File: src/rtl/crb_pkg.sv
package crb_pkg;

   localparam int OFS_W = 12;

   localparam logic [OFS_W-1:0] OFS_LSTATE = 12'h000;
   localparam logic [OFS_W-1:0] OFS_LCTRL  = 12'h004;
   localparam logic [OFS_W-1:0] OFS_LSTS   = 12'h008;
   localparam logic [OFS_W-1:0] OFS_IDENT  = 12'h010;
   localparam logic [OFS_W-1:0] OFS_CREQ   = 12'h020;
   localparam logic [OFS_W-1:0] OFS_CSTS   = 12'h024;
   localparam logic [OFS_W-1:0] OFS_CANCEL = 12'h028;
   localparam logic [OFS_W-1:0] OFS_START  = 12'h02C;

   // locality state fields
   localparam int LS_EST     = 0;
   localparam int LS_ASSIGN  = 1;
   localparam int LS_ACT_LSB = 2;
   localparam int LS_ACT_W   = 3;
   localparam int LS_VALID   = 7;

   // locality status fields
   localparam int LT_GRANT = 0;
   localparam int LT_SEIZE = 1;

   // control status fields
   localparam int CS_FATAL = 0;
   localparam int CS_IDLE  = 1;

   // identity fields
   localparam int ID_TYPE_LSB = 0;
   localparam int ID_VER_LSB  = 4;
   localparam int ID_CAPLOC   = 8;
   localparam int ID_IDLEBYP  = 9;
   localparam int ID_XFER_LSB = 11;
   localparam int ID_FIFO     = 13;
   localparam int ID_BUFIF    = 14;
   localparam int ID_SEL_LSB  = 17;
   localparam int ID_REV_LSB  = 24;

   // command codes written by the host
   localparam int CODE_LOC_TAKE  = 1;
   localparam int CODE_LOC_DROP  = 2;
   localparam int CODE_REQ_READY = 1;
   localparam int CODE_REQ_IDLE  = 2;
   localparam int CODE_GO        = 1;

   typedef struct packed {
      logic lctrl;
      logic creq;
      logic cancel;
      logic start;
   } crb_whit_t;

endpackage

File: src/rtl/crb_bus_dec.sv
module crb_bus_dec
   import crb_pkg::*;
#(
   parameter int ADDR_W  = 16,
   parameter int DATA_W  = 32,
   parameter int LOC_LSB = 12,
   parameter int LOC_W   = 4,
   localparam int BYTES  = DATA_W / 8,
   localparam int SZ_W   = $clog2(BYTES)
) (
   input  logic              sel,
   input  logic              wr,
   input  logic [ADDR_W-1:0] addr,
   input  logic [SZ_W-1:0]   size,
   input  logic [DATA_W-1:0] wdata,
   output crb_whit_t         whit,
   output logic [DATA_W-1:0] wval,
   output logic [DATA_W-1:0] lane_mask,
   output logic [LOC_W-1:0]  page_loc,
   output logic              rd_en
);

   logic [OFS_W-1:0] ofs;
   logic             wr_en;

   assign ofs      = addr[OFS_W-1:0];
   assign page_loc = addr[LOC_LSB +: LOC_W];
   assign wr_en    = sel & wr;
   assign rd_en    = sel & ~wr;

   always_comb begin
      for (int i = 0; i < BYTES; i++)
         lane_mask[8*i +: 8] = (i <= int'(size)) ? 8'hFF : 8'h00;
   end

   assign wval = wdata & lane_mask;

   always_comb begin
      whit        = '0;
      whit.lctrl  = wr_en && (ofs == OFS_LCTRL);
      whit.creq   = wr_en && (ofs == OFS_CREQ);
      whit.cancel = wr_en && (ofs == OFS_CANCEL);
      whit.start  = wr_en && (ofs == OFS_START);
   end

endmodule

File: src/rtl/crb_loc_ctl.sv
module crb_loc_ctl
   import crb_pkg::*;
#(
   parameter int DATA_W = 32
) (
   input  logic              clk,
   input  logic              rst_n,
   input  logic              hit,
   input  logic [DATA_W-1:0] wval,
   output logic              assigned,
   output logic              granted,
   output logic              seized
);

   always_ff @(posedge clk or negedge rst_n) begin
      if (!rst_n) begin
         assigned <= 1'b0;
         granted  <= 1'b0;
         seized   <= 1'b0;
      end else if (hit) begin
         if (wval == DATA_W'(CODE_LOC_TAKE)) begin
            assigned <= 1'b1;
            granted  <= 1'b1;
            seized   <= 1'b0;
         end else if (wval == DATA_W'(CODE_LOC_DROP)) begin
            assigned <= 1'b0;
            granted  <= 1'b0;
         end
      end
   end

endmodule

File: src/rtl/crb_cmd_ctl.sv
module crb_cmd_ctl
   import crb_pkg::*;
#(
   parameter int DATA_W = 32,
   parameter int LOC_W  = 4,
   parameter int AL_W   = 8
) (
   input  logic              clk,
   input  logic              rst_n,
   input  crb_whit_t         whit,
   input  logic [DATA_W-1:0] wval,
   input  logic [LOC_W-1:0]  page_loc,
   input  logic [AL_W-1:0]   active_loc,
   input  logic              done_i,
   input  logic              done_err_i,
   output logic              idle_q,
   output logic              fatal_q,
   output logic              busy_q,
   output logic              issue_q,
   output logic              cancel_q
);

   logic start_ok;
   logic cancel_ok;

   assign start_ok  = whit.start && (wval == DATA_W'(CODE_GO)) && !busy_q &&
                      (AL_W'(page_loc) == active_loc);
   assign cancel_ok = whit.cancel && (wval == DATA_W'(CODE_GO)) && busy_q;

   always_ff @(posedge clk or negedge rst_n) begin
      if (!rst_n) begin
         idle_q   <= 1'b1;
         fatal_q  <= 1'b0;
         busy_q   <= 1'b0;
         issue_q  <= 1'b0;
         cancel_q <= 1'b0;
      end else begin
         issue_q  <= start_ok;
         cancel_q <= cancel_ok;
         if (start_ok)
            busy_q <= 1'b1;
         else if (done_i)
            busy_q <= 1'b0;
         if (done_i && done_err_i)
            fatal_q <= 1'b1;
         if (whit.creq) begin
            if (wval == DATA_W'(CODE_REQ_READY))
               idle_q <= 1'b0;
            else if (wval == DATA_W'(CODE_REQ_IDLE))
               idle_q <= 1'b1;
         end
      end
   end

endmodule

File: src/rtl/crb_rd_path.sv
module crb_rd_path
   import crb_pkg::*;
#(
   parameter int DATA_W = 32,
   parameter bit RD_REG = 1'b1,
   localparam int BYTES = DATA_W / 8,
   localparam int BO_W  = $clog2(BYTES)
) (
   input  logic              clk,
   input  logic              rst_n,
   input  logic              rd_en,
   input  logic [OFS_W-1:0]  ofs,
   input  logic [DATA_W-1:0] lane_mask,
   input  logic [DATA_W-1:0] w_lstate,
   input  logic [DATA_W-1:0] w_lsts,
   input  logic [DATA_W-1:0] w_ident,
   input  logic [DATA_W-1:0] w_csts,
   input  logic [DATA_W-1:0] w_start,
   output logic [DATA_W-1:0] rdata,
   output logic              rvalid
);

   logic [OFS_W-1:0]  aligned;
   logic [BO_W-1:0]   boff;
   logic [DATA_W-1:0] word;
   logic [DATA_W-1:0] shaped;

   assign aligned = {ofs[OFS_W-1:BO_W], {BO_W{1'b0}}};
   assign boff    = ofs[BO_W-1:0];

   always_comb begin
      unique case (aligned)
         OFS_LSTATE: word = w_lstate;
         OFS_LSTS:   word = w_lsts;
         OFS_IDENT:  word = w_ident;
         OFS_CSTS:   word = w_csts;
         OFS_START:  word = w_start;
         default:    word = '0;
      endcase
   end

   assign shaped = (word >> {boff, 3'b000}) & lane_mask;

   generate
      if (RD_REG) begin : g_reg
         always_ff @(posedge clk or negedge rst_n) begin
            if (!rst_n) begin
               rdata  <= '0;
               rvalid <= 1'b0;
            end else begin
               rvalid <= rd_en;
               if (rd_en)
                  rdata <= shaped;
            end
         end
      end else begin : g_comb
         assign rdata  = rd_en ? shaped : '0;
         assign rvalid = rd_en;
      end
   endgenerate

endmodule

File: src/rtl/crb_regctl.sv
module crb_regctl
   import crb_pkg::*;
#(
   parameter int         ADDR_W    = 16,
   parameter int         DATA_W    = 32,
   parameter int         LOC_LSB   = 12,
   parameter int         LOC_W     = 4,
   parameter logic [7:0] NO_LOC    = 8'hFF,
   parameter logic [1:0] XFER_CODE = 2'b11,
   parameter logic [7:0] REVISION  = 8'h00,
   parameter bit         RD_REG    = 1'b1
) (
   input  logic                            clk,
   input  logic                            rst_n,
   input  logic                            bus_sel,
   input  logic                            bus_wr,
   input  logic [ADDR_W-1:0]               bus_addr,
   input  logic [$clog2(DATA_W/8)-1:0]     bus_size,
   input  logic [DATA_W-1:0]               bus_wdata,
   output logic [DATA_W-1:0]               bus_rdata,
   output logic                            bus_rvalid,
   input  logic                            established_i,
   output logic                            issue_o,
   output logic                            cancel_o,
   input  logic                            done_i,
   input  logic                            done_err_i
);

   localparam int AL_W = 8;

   generate
      if (DATA_W != 32) begin : g_bad_width
         $error("crb_regctl: register layout needs DATA_W of 32");
      end
      if (LOC_LSB < OFS_W || LOC_LSB + LOC_W > ADDR_W) begin : g_bad_loc
         $error("crb_regctl: locality field must sit above the page offset");
      end
      if (LOC_W >= AL_W) begin : g_bad_locw
         $error("crb_regctl: locality field wider than active locality");
      end
   endgenerate

   crb_whit_t         whit;
   logic [DATA_W-1:0] wval;
   logic [DATA_W-1:0] lane_mask;
   logic [LOC_W-1:0]  page_loc;
   logic              rd_en;
   logic              loc_assigned;
   logic              loc_granted;
   logic              loc_seized;
   logic              idle_q;
   logic              fatal_q;
   logic              start_busy;
   logic [AL_W-1:0]   active_loc;

   crb_bus_dec #(
      .ADDR_W (ADDR_W),
      .DATA_W (DATA_W),
      .LOC_LSB(LOC_LSB),
      .LOC_W  (LOC_W)
   ) u_dec (
      .sel      (bus_sel),
      .wr       (bus_wr),
      .addr     (bus_addr),
      .size     (bus_size),
      .wdata    (bus_wdata),
      .whit     (whit),
      .wval     (wval),
      .lane_mask(lane_mask),
      .page_loc (page_loc),
      .rd_en    (rd_en)
   );

   crb_loc_ctl #(.DATA_W(DATA_W)) u_loc (
      .clk     (clk),
      .rst_n   (rst_n),
      .hit     (whit.lctrl),
      .wval    (wval),
      .assigned(loc_assigned),
      .granted (loc_granted),
      .seized  (loc_seized)
   );

   // only locality 0 can be granted, so the active field is zero when held
   assign active_loc = loc_assigned ? '0 : NO_LOC;

   crb_cmd_ctl #(
      .DATA_W(DATA_W),
      .LOC_W (LOC_W),
      .AL_W  (AL_W)
   ) u_cmd (
      .clk       (clk),
      .rst_n     (rst_n),
      .whit      (whit),
      .wval      (wval),
      .page_loc  (page_loc),
      .active_loc(active_loc),
      .done_i    (done_i),
      .done_err_i(done_err_i),
      .idle_q    (idle_q),
      .fatal_q   (fatal_q),
      .busy_q    (start_busy),
      .issue_q   (issue_o),
      .cancel_q  (cancel_o)
   );

   logic [DATA_W-1:0] w_lstate, w_lsts, w_ident, w_csts, w_start;

   always_comb begin
      w_lstate                             = '0;
      w_lstate[LS_EST]                     = ~established_i;
      w_lstate[LS_ASSIGN]                  = loc_assigned;
      w_lstate[LS_ACT_LSB +: LS_ACT_W]     = '0;
      w_lstate[LS_VALID]                   = 1'b1;

      w_lsts                               = '0;
      w_lsts[LT_GRANT]                     = loc_granted;
      w_lsts[LT_SEIZE]                     = loc_seized;

      w_ident                              = '0;
      w_ident[ID_TYPE_LSB +: 4]            = 4'd1;
      w_ident[ID_VER_LSB +: 4]             = 4'd1;
      w_ident[ID_CAPLOC]                   = 1'b0;
      w_ident[ID_IDLEBYP]                  = 1'b0;
      w_ident[ID_XFER_LSB +: 2]            = XFER_CODE;
      w_ident[ID_FIFO]                     = 1'b0;
      w_ident[ID_BUFIF]                    = 1'b1;
      w_ident[ID_SEL_LSB +: 2]             = 2'd1;
      w_ident[ID_REV_LSB +: 8]             = REVISION;

      w_csts                               = '0;
      w_csts[CS_FATAL]                     = fatal_q;
      w_csts[CS_IDLE]                      = idle_q;

      w_start                              = '0;
      w_start[0]                           = start_busy;
   end

   crb_rd_path #(
      .DATA_W(DATA_W),
      .RD_REG(RD_REG)
   ) u_rd (
      .clk      (clk),
      .rst_n    (rst_n),
      .rd_en    (rd_en),
      .ofs      (bus_addr[OFS_W-1:0]),
      .lane_mask(lane_mask),
      .w_lstate (w_lstate),
      .w_lsts   (w_lsts),
      .w_ident  (w_ident),
      .w_csts   (w_csts),
      .w_start  (w_start),
      .rdata    (bus_rdata),
      .rvalid   (bus_rvalid)
   );

endmodule

File: config.mk
export PLATFORM = sky130hd
export DESIGN_NAME = crb_regctl
export DESIGN_NICKNAME = d
export VERILOG_FILES = /design/src/rtl/crb_pkg.sv /design/src/rtl/crb_bus_dec.sv /design/src/rtl/crb_loc_ctl.sv /design/src/rtl/crb_cmd_ctl.sv /design/src/rtl/crb_rd_path.sv /design/src/rtl/crb_regctl.sv
export SDC_FILE = /design/constraint.sdc
export NUM_CORES = 1
export LEC_CHECK = 0
export BUFFER_PORTS_ARGS = -buffer_cell sky130_fd_sc_hd__buf_4
export CORE_MARGIN = 2
export CORE_UTILIZATION = 38
export DETAILED_ROUTE_END_ITERATION = 7
export PLACE_DENSITY = 0.83
export SETUP_SLACK_MARGIN = 0.15
export SYNTH_ARGS = -nofsm -noshare
export SYNTH_HDL_FRONTEND = slang
export SYNTH_SLANG_ARGS = --single-unit
File: constraint.sdc
create_clock -name clk -period 1.19 [get_ports clk]
set_input_delay 0.238 -clock clk [delete_from_list [all_inputs] [get_ports clk]]
set_output_delay 0.238 -clock clk [all_outputs]
set_load 0.02 [all_outputs]
==> results.ini, run 1 <==
[worst_setup_path]
cp_top_family = simple AND/OR/NAND/NOR gates
critPathMaxStageDelay_ns = 0.52
slowest_stage = or4_4
path_max_fanout = 4
cp-end-kind = flop
crit_top_cell = or4_4
path_cells = buf_6, or4_4, nand4b_4, or4_4, nor4_2
worst-path-buf-inv = 1
critPathLaunchType = primary input
path_class = in -> reg
required_ns = 1.40
arrival_ns = 1.76

[global_route]
grt_usage_pct = 18.4
grt_max_degree = 16
overflow = 0
grt_pass1_vias = 1106
antenna_found_initial = 0
grt_first_pass_wirelength_um = 4720

[timing]
worst-slew-pin-transition_ns = 0.554
fin_crit_sh_pct = 130
clock_skew_ns = 0.00111
setup_slack_ns = -0.361
fmax_ghz = 0.645
slew-limit-headroom_pct = 62.7
slew_viol_final = 0
rsz0062_at_grt = yes
setup_viol = 12
hold_viol_final = 0
fin_crit_ns = 1.55

[power_and_ir_drop]
p_per_area_nw_per_um2 = 623
total_power_mw = 1.16
ir_drop_uv = 438
p_leak_nw = 0.894

[drt]
ant_nets = 0
wirelength_met1_um = 1120
drcViolationCount = 0
drtIter0Drc = 17
via_per_inst = 4.99
routed_wl_um = 3120
wl_met3_um = 295
top_layer = met4
routedWlPerCell_um = 12.6
dr_wl_met2_um = 1660
drt-pass1-iter-count = 4
via_count = 1237

[final_layout]
fin_util_pct = 68.2
fin_nets = 275
drive_gt1_share_pct = 52.5
area_delta_synth_final_pct = 71.4
num_antenna_cells = 0

[clocking]
cts_buffers = 3
max-clock-path-buffers = 2
clock-sinks = 15
cts_tree = done
clk_pin_slew_ns = 0.11
clk-insertion-delay-late_ns = 0.29
cts-root-buf = clkbuf_4
cts_max_level = 1

[synth]
synth.most_common_cell = buf_4
synth-seq-cells = 15
synth-edff-count = 0
synthCells = 127
ys_types = 32
yosysWarnings = 0
synth_commonest_cells = buf_4 (24), nand2_1 (20), dfrtp_1 (14), o21ai_0 (10)
yosysSeqAreaShare_pct = 34.6
yosysTopAreaCell = dfrtp_1
synth_ff_type = dfrtp_1
yosysTopAreaCellShare_pct = 32.2
syn_area_um2 = 1090
async_flop_share_pct = 100
synth_area_leaders = dfrtp_1 (32%), buf_4 (17%), nand2_1 (6.9%)
synth.avg_cell_area_um2 = 8.57

[placed_design]
gp_congestion = 0.860
dp_hpwl_um = 2490
io_buffers = 70
dp_slack_ns = -0.774

[outcome]
status = finished with violations
violations = setup timing

[die]
initial_utilization_pct = 39.8
coreArea_um2 = 2730
fp.dieW_um = 57.5
num_rows = 19
die_h_um = 57.5
die_area_um2 = 3310
num_io_pins = 92

[min_path]
hold_path.class = in -> reg

[run]
maxCapViolations = 0

report_power, final:
| part | leakage (nW) | internal (mW) | total (mW) | switching, mW |
|---|---|---|---|---|
| Sequential | 0.198 | 0.511 | 0.512 | 0.000927 |
| Clock | 0.0139 | 0.128 | 0.307 | 0.179 |
| Combinational | 0.682 | 0.170 | 0.344 | 0.173 |
per-layer routing:
metal	vias to the layer above	global-route usage, %
met5	-	0
met2	67	34.3
li1	594	-
met3	4	2.72
met1	572	20.6
met4	0	7.97
placed cells by master (no fill, tap or decap), types with 2 or more instances in the layout:
cell type / netlist / routed
buf_6: 0 / 17
nor4_4: 1 / 2
clkbuf_4: 0 / 3
o21ai_1: 0 / 6
o21ai_0: 10 / 3
or4_4: 2 / 2
nand2_1: 20 / 20
nor3_1: 2 / 2
nand4_1: 3 / 3
buf_4: 24 / 74
nor4_1: 7 / 5
a21oi_1: 3 / 3
conb_1: 1 / 21
dfrtp_1: 14 / 13
nor2_1: 7 / 7
nand3_2: 0 / 2
inv_1: 3 / 3
nor2b_1: 3 / 3
nand2b_1: 4 / 4
nor4_2: 2 / 3
o41ai_2: 0 / 2
cell type report:
class	instances	area (um^2)
fillers	241	868
multi-input cells	103	651
repair buffers	92	757
flip-flops and latches	15	378
well taps	31	38.8
clock inverters	1	7.51
inverters	3	11.3
clock buffers	3	22.5
path summary, 6_finish.rpt:
check,depth (start not counted),start,slack (ns),end
setup / recovery,5,bus_addr[7],-0.36,u_cmd.cancel_q$_DFF_PN0_
hold / removal,2,done_i,0.12,u_cmd.busy_q$_DFFE_PN0P_
setup reg to reg,3,u_cmd.busy_q$_DFFE_PN0P_,0.08,u_cmd.busy_q$_DFFE_PN0P_
hold reg to reg,2,u_cmd.fatal_q$_DFFE_PN0P_,0.45,u_cmd.fatal_q$_DFFE_PN0P_
max in group asynchronous,2,rst_n,0.64,u_cmd.idle_q$_DFFE_PN1P_
min in group asynchronous,2,rst_n,0.31,u_cmd.fatal_q$_DFFE_PN0P_
stage by stage:
step                      hold slack (ns)  cells  TNS [ns]  instance area, um^2
after global routing                0.109    248     -3.96                 1870
after detailed placement            0.100    234     -7.38                 1630
after CTS                           0.129    246     -3.49                 1830
final                               0.117    248     -3.53                 1870
after floorplan                   -0.0576    147     -4.97                 1160
after global placement             0.0970    234     -6.80                 1630
registers in the layout (all words and copies together), names as in the netlist:
register        flops
u_loc.assigned      1
u_cmd.idle_q        1
u_cmd.issue_q       1
u_cmd.fatal_q       1
u_rd.rdata          8
u_cmd.busy_q        1
u_rd.rvalid         1
u_cmd.cancel_q      1
repair_timing:
action                                  in CTS  in global routing
endpoints found under the hold margin       14                  0
pin swaps                                    9                  2
endpoints found under the setup margin      27                 27
cloned                                       0                  0
resized for setup                           29                  5
setup buffers                                7                  2
hold buffers                                 1                  0
kinds of logic after synthesis:
family | Yosys count | share of synthesized area [%]
other cells | 1 | 0.344
buf+inv | 29 | 18.3
flops | 15 | 34.6
simple gates | 59 | 33.4
compound gates | 23 | 13.3
No activity file was read; power rests on OpenSTA's default activity.
==> run 2: changes to the inputs <==
CORE_UTILIZATION = 34   (was 38)
PLACE_DENSITY = 0.78   (was 0.83)
clock period = 1.4 ns   (was 1.19 ns; I/O delays follow)
==> run 2 against run 1 <==
  * The run still ends with setup timing left
  * Critical path depth did not move
  * Clock skew is 0.0013 ns higher
  * Sequential power decreased by 15%
  * Utilization down 9.9 points
  * Total power decreased by 17%
  * Routed wire length decreased by 6.5%
  * Die area grew 11%
  * Global-route usage fell by 2.4 points
  * Combinational power down 16%
  * Sequential cell count did not move
  * Worst hold slack better by 0.074 ns
==> results.ini, run 2 (synthesis results as in run 1) <==
[global_route]
grt_usage_pct = 16.0  ; -2.4 points
grt_max_degree = 16  ; unchanged
overflow = 0  ; unchanged
antenna_found_initial = 0  ; unchanged
grt_first_pass_wirelength_um = 4410  ; -6.6%
grt_pass1_vias = 1056  ; -4.5%

[drt]
routedWlPerCell_um = 11.5  ; -8.3%
via_count = 1185  ; -4.2%
ant_nets = 0  ; unchanged
drtIter0Drc = 23  ; +6
routed_wl_um = 2910  ; -6.5%
via_per_inst = 4.68  ; -6.1%
drt-pass1-iter-count = 4  ; unchanged
drcViolationCount = 0  ; unchanged

[placed_design]
dp_hpwl_um = 2360  ; -5.2%
dpl.cell_count = 246  ; +5.1%
place_area_um2 = 1640  ; +0.54%
io_buffers = 70  ; unchanged
gp_congestion = 0.743  ; -14%

[timing]
fin_crit_ns = 1.61
fmax_ghz = 0.622
rsz0062_at_grt = yes
fin_crit_sh_pct = 115
slew_viol_final = 0  ; unchanged
hold_viol_final = 0  ; unchanged
setup_slack_ns = -0.206  ; +0.155 ns
setup_tns_ns = -1.61  ; +1.92 ns
hold_ws_ns = 0.191  ; +0.0738 ns
clock_skew_ns = 0.00241  ; +0.00130 ns
setup_viol = 12  ; unchanged

[outcome]
violations = setup timing
status = finished with violations

[clocking]
max-clock-path-buffers = 2  ; unchanged
cts_buffers = 3  ; unchanged
cts-root-buf = clkbuf_4
clk-insertion-delay-late_ns = 0.27  ; -0.02 ns
cts_tree = done
clk_pin_slew_ns = 0.08  ; -0.03 ns
cts_max_level = 1  ; unchanged
clock-sinks = 15  ; unchanged

[final_layout]
drive_gt1_share_pct = 49.8  ; -2.8 points
fillers = 294  ; +22%
instances_no_fill = 253  ; +2.0%
area_delta_synth_final_pct = 63.6
final_area_um2 = 1780  ; -4.6%
final_cell_mix = buf_4 (80), conb_1 (21), nand2_1 (20), dfrtp_1 (14)
multiInputGateArea_um2 = 667  ; +2.5%
largest-register = u_rd.rdata
final_common_cell = buf_4
num_antenna_cells = 0  ; unchanged
fin_nets = 267  ; -2.9%
largest_register_ffs = 8  ; unchanged
seq_area_um2 = 377  ; -0.33%

[die]
coreArea_um2 = 3050  ; +12%
num_io_pins = 92  ; unchanged
initial_utilization_pct = 35.7  ; -4.2 points
fp.dieW_um = 60.6  ; +5.3%
die_area_um2 = 3670  ; +11%
num_rows = 20  ; +1
die_h_um = 60.6  ; +5.3%

[worst_setup_path]
r2r-start = u_loc.assigned$_DFFE_PN0P_
slowest_stage = or4_4
path_max_fanout = 4  ; unchanged
crit_start = bus_addr[7]
critPathLaunchType = primary input
path_class = in -> reg
required_ns = 1.59  ; +0.19 ns
worstRegToRegCells = 3  ; unchanged
critPathMaxStageDelay_ns = 0.52  ; about the same
arrival_ns = 1.79  ; +0.03 ns
crit_top_cell = or4_4
reg2reg_setup_slack_ns = 0.28  ; +0.20 ns
cp-end-kind = flop
rr_endpoint = u_cmd.busy_q$_DFFE_PN0P_
path_cells = buf_6, or4_4, nand4b_4, or4_4, nor4_4
endpoint = u_cmd.cancel_q$_DFF_PN0_

[power_and_ir_drop]
p_leak_nw = 0.850  ; -4.9%
ir_drop_uv = 201  ; -54%
p_per_area_nw_per_um2 = 540  ; -13%

[min_path]
hold_path.class = in -> reg

[run]
maxCapViolations = 0  ; unchanged

==> run 2: area by class of cell <==
| cell class | instances | share of cell area (%) |
|---|---|---|
| well taps | 44 | 3.09 |
| repair buffers | 84 | 36.2 |
| clock buffers | 4 | 1.48 |
| inverters | 3 | 0.632 |
| flip-flops and latches | 15 | 21.2 |
| multi-input cells | 103 | 37.5 |
==> run 2: timing repair <==
| item | in CTS | in global routing |
|---|---|---|
| hold buffers | 1 | 0 |
| endpoints found under the setup margin | 12 | 13 |
| setup buffers | 2 | 0 |
| pin swaps | 6 | 2 |
| hold endpoints to repair | 14 | 0 |
| gates resized for setup | 15 | 7 |
==> run 2: worst min-delay path by stage <==
stage	cells after the start	endpoint	start
2_1_floorplan	0	u_cmd.busy_q$_DFFE_PN0P_	rst_n
3_3_place_gp	1	u_cmd.issue_q$_DFF_PN0_	rst_n
3_5_place_dp	1	u_cmd.issue_q$_DFF_PN0_	rst_n
4_1_cts	2	u_cmd.busy_q$_DFFE_PN0P_	done_i
5_1_grt	2	u_cmd.busy_q$_DFFE_PN0P_	done_i
6_report	2	u_cmd.busy_q$_DFFE_PN0P_	done_i
==> run 2: power breakdown <==
part / switching, mW / internal [mW]
combinational: 0.147 / 0.143
clock: 0.126 / 0.110
sequential: 0.000386 / 0.434
==> run 2: metal layers <==
metal / GRT usage [%] / share of wire [%] / vias up
met2: 28.6 / 49 / 71
met1: 20.0 / 39 / 533
met5: 0 / 0 / -
met4: 6.52 / 0.93 / 0
li1: - / - / 579
met3: 1.07 / 12 / 2
==> run 2: worst max-delay path, delay by kind of cell <==
family,cells,cell delay [ns]
and+or+nand+nor,4,1.42
buffers and inverters,1,0.09
==> run 2: through the flow <==
stage / setup WS (ns) / total power, mW / utilization [%]
floorplan: -0.368 / 0.588 / -
global placement: -0.498 / 0.712 / 53.7
detailed placement: -0.557 / 0.715 / 53.7
CTS: -0.207 / 0.962 / 57.0
global route: -0.287 / 1.01 / 58.3
finish: -0.206 / 0.962 / 58.3
==> run 3: changes to the inputs <==
CELL_PAD_IN_SITES_DETAIL_PLACEMENT = 1   (was default)
CELL_PAD_IN_SITES_GLOBAL_PLACEMENT = 2   (was default)
CORE_UTILIZATION = 19   (was 34)
PLACE_DENSITY = 0.83   (was 0.78)
clock period = 1.6 ns   (was 1.4 ns; I/O delays follow)
==> run 3 against run 2 <==
  * The run still ends with setup timing left
  * Via count unchanged
  * Utilization decreased by 25 points
  * Global-route usage decreased by 5.1 points
  * Clock skew down 0.00075 ns
  * Sequential share of layout area shrank 0.41 points
  * Count of clock-buffer cells in the layout decreased by 1
  * Critical path type unchanged
  * Highest routed layer unchanged
==> results.ini, run 3 (synthesis results as in run 1) <==
[placed_design]
gp_congestion = 0.776  ; +4.4%
dpl.cell_count = 274  ; +11%
dp_slack_ns = -0.385  ; +0.172 ns
dp_hpwl_um = 3020  ; +28%
io_buffers = 70  ; unchanged

[worst_setup_path]
critPathLaunchType = primary input
path_class = in -> reg
arrival_ns = 1.85  ; +0.06 ns
rr_endpoint = u_cmd.busy_q$_DFFE_PN0P_
worstRegToRegCells = 3  ; unchanged
cp-end-kind = flop
reg2reg_setup_slack_ns = 0.43  ; +0.15 ns
r2r-start = u_cmd.busy_q$_DFFE_PN0P_
path_max_fanout = 4  ; unchanged
required_ns = 1.76  ; +0.17 ns

[clocking]
clk-insertion-delay-late_ns = 0.25  ; -0.02 ns
clock-sinks = 15  ; unchanged
clk_pin_slew_ns = 0.06  ; -0.02 ns
cts_max_level = 1  ; unchanged
cts_buffers = 3  ; unchanged
cts_tree = done
cts-root-buf = clkbuf_8
max-clock-path-buffers = 2  ; unchanged

[power_and_ir_drop]
p_leak_nw = 0.858  ; +0.88%
p_per_area_nw_per_um2 = 520  ; -3.6%
ir_drop_uv = 204  ; +1.7%

[die]
die_area_um2 = 6350  ; +73%
initial_utilization_pct = 19.8  ; -16 points
num_rows = 27  ; +35%
coreArea_um2 = 5510  ; +80%
num_io_pins = 92  ; unchanged
die_h_um = 79.7  ; +32%
fp.dieW_um = 79.7  ; +32%

[min_path]
min-delay-start = done_i
hold_path.class = in -> reg
min_to = u_cmd.busy_q$_DFFE_PN0P_
hold_depth = 2  ; unchanged

[final_layout]
num_antenna_cells = 0  ; unchanged
area_delta_synth_final_pct = 66.8
instances_no_fill = 282  ; +11%
drive_gt1_share_pct = 49.5  ; -0.24 points
final_common_cell = buf_4
largest-register = u_rd.rdata
fin_nets = 268  ; +0.37%
largest_register_ffs = 8  ; unchanged
final_cell_mix = buf_4 (81), conb_1 (21), nand2_1 (20), dfrtp_1 (14)

[outcome]
violations = setup timing
status = finished with violations

[timing]
setup_slack_ns = -0.0864  ; +0.120 ns
slew_viol_final = 0  ; unchanged
fmax_ghz = 0.593
fin_crit_sh_pct = 105
setup_viol = 5  ; -7
rsz0062_at_grt = yes
clock_skew_ns = 0.00166  ; -0.000747 ns
fin_crit_ns = 1.69
hold_viol_final = 0  ; unchanged

[global_route]
antenna_found_initial = 0  ; unchanged
grt_pass1_vias = 1285  ; +22%
grt_usage_pct = 11.0  ; -5.1 points
overflow = 0  ; unchanged
grt_first_pass_wirelength_um = 5530  ; +25%
grt_max_degree = 16  ; unchanged

[drt]
routedWlPerCell_um = 12.5  ; +8.5%
routed_wl_um = 3520  ; +21%
ant_nets = 0  ; unchanged
drtIter0Drc = 20  ; -13%
via_per_inst = 4.20  ; -10%
drcViolationCount = 0  ; unchanged
via_count = 1185  ; unchanged
drt-pass1-iter-count = 2  ; -2

[run]
maxCapViolations = 0  ; unchanged

[run 3: worst max-delay path by stage]
stage / start / cells after the start / endpoint
finish: bus_addr[7] / 5 / u_cmd.cancel_q$_DFF_PN0_
global route: bus_addr[7] / 5 / u_cmd.cancel_q$_DFF_PN0_
CTS: bus_addr[7] / 5 / u_cmd.cancel_q$_DFF_PN0_
detailed placement: bus_addr[7] / 5 / u_cmd.idle_q$_DFFE_PN1P_
global placement: bus_addr[7] / 5 / u_cmd.idle_q$_DFFE_PN1P_
floorplan: bus_addr[7] / 4 / u_cmd.cancel_q$_DFF_PN0_
[run 3: cell type report]
class | instances | area (um^2)
Multi-Input combinational cell | 103 | 639
Tap cell | 72 | 90.1
Clock buffer | 3 | 41.3
Inverter | 3 | 11.3
Fill cell | 683 | 3690
Timing Repair Buffer | 85 | 652
Clock inverter | 1 | 5.00
Sequential cell | 15 | 377
[run 3: timing repair]
item,CTS,global route
pin swaps,6,3
endpoints found under the hold margin,14,0
gates resized for setup,14,3
endpoints found under the setup margin,12,12
hold buffers,1,0
setup buffers,3,0
[run 3: metal layers]
metal	wire length (um)	up-vias	share of wire, %	GRT usage [%]
met1	1310	545	37	11.1
met3	274	9	7.8	2.49
met4	84	0	2.4	4.66
met5	0	-	0	0
li1	-	579	-	-
met2	1860	52	53	21.2
[run 3: metrics by stage]
stage                     total power [mW]  hold WS, ns  setup TNS, ns  utilization, %  cell area, um^2
final                                0.945        0.262         -0.267            33.0             1820
after floorplan                      0.515       0.0244          -1.05               -             1160
after CTS                            0.950        0.264         -0.350            32.6             1800
after global placement               0.627        0.186          -3.04            30.4             1670
after global routing                  1.00        0.262         -0.948            33.0             1820
after detailed placement             0.631        0.188          -3.36            30.4             1670
[run 3: worst max-delay path, cell delays in order]
cell and delay (ns):
buf_6 0.09, or4_4 0.53, nand4b_4 0.18, or4_4 0.47
nor4_2 0.25
[run 3: report_power, final]
group | switching (mW) | internal, mW
clock network | 0.139 | 0.172
registers | 0.000333 | 0.381
logic | 0.128 | 0.124
total | 0.267 | 0.677
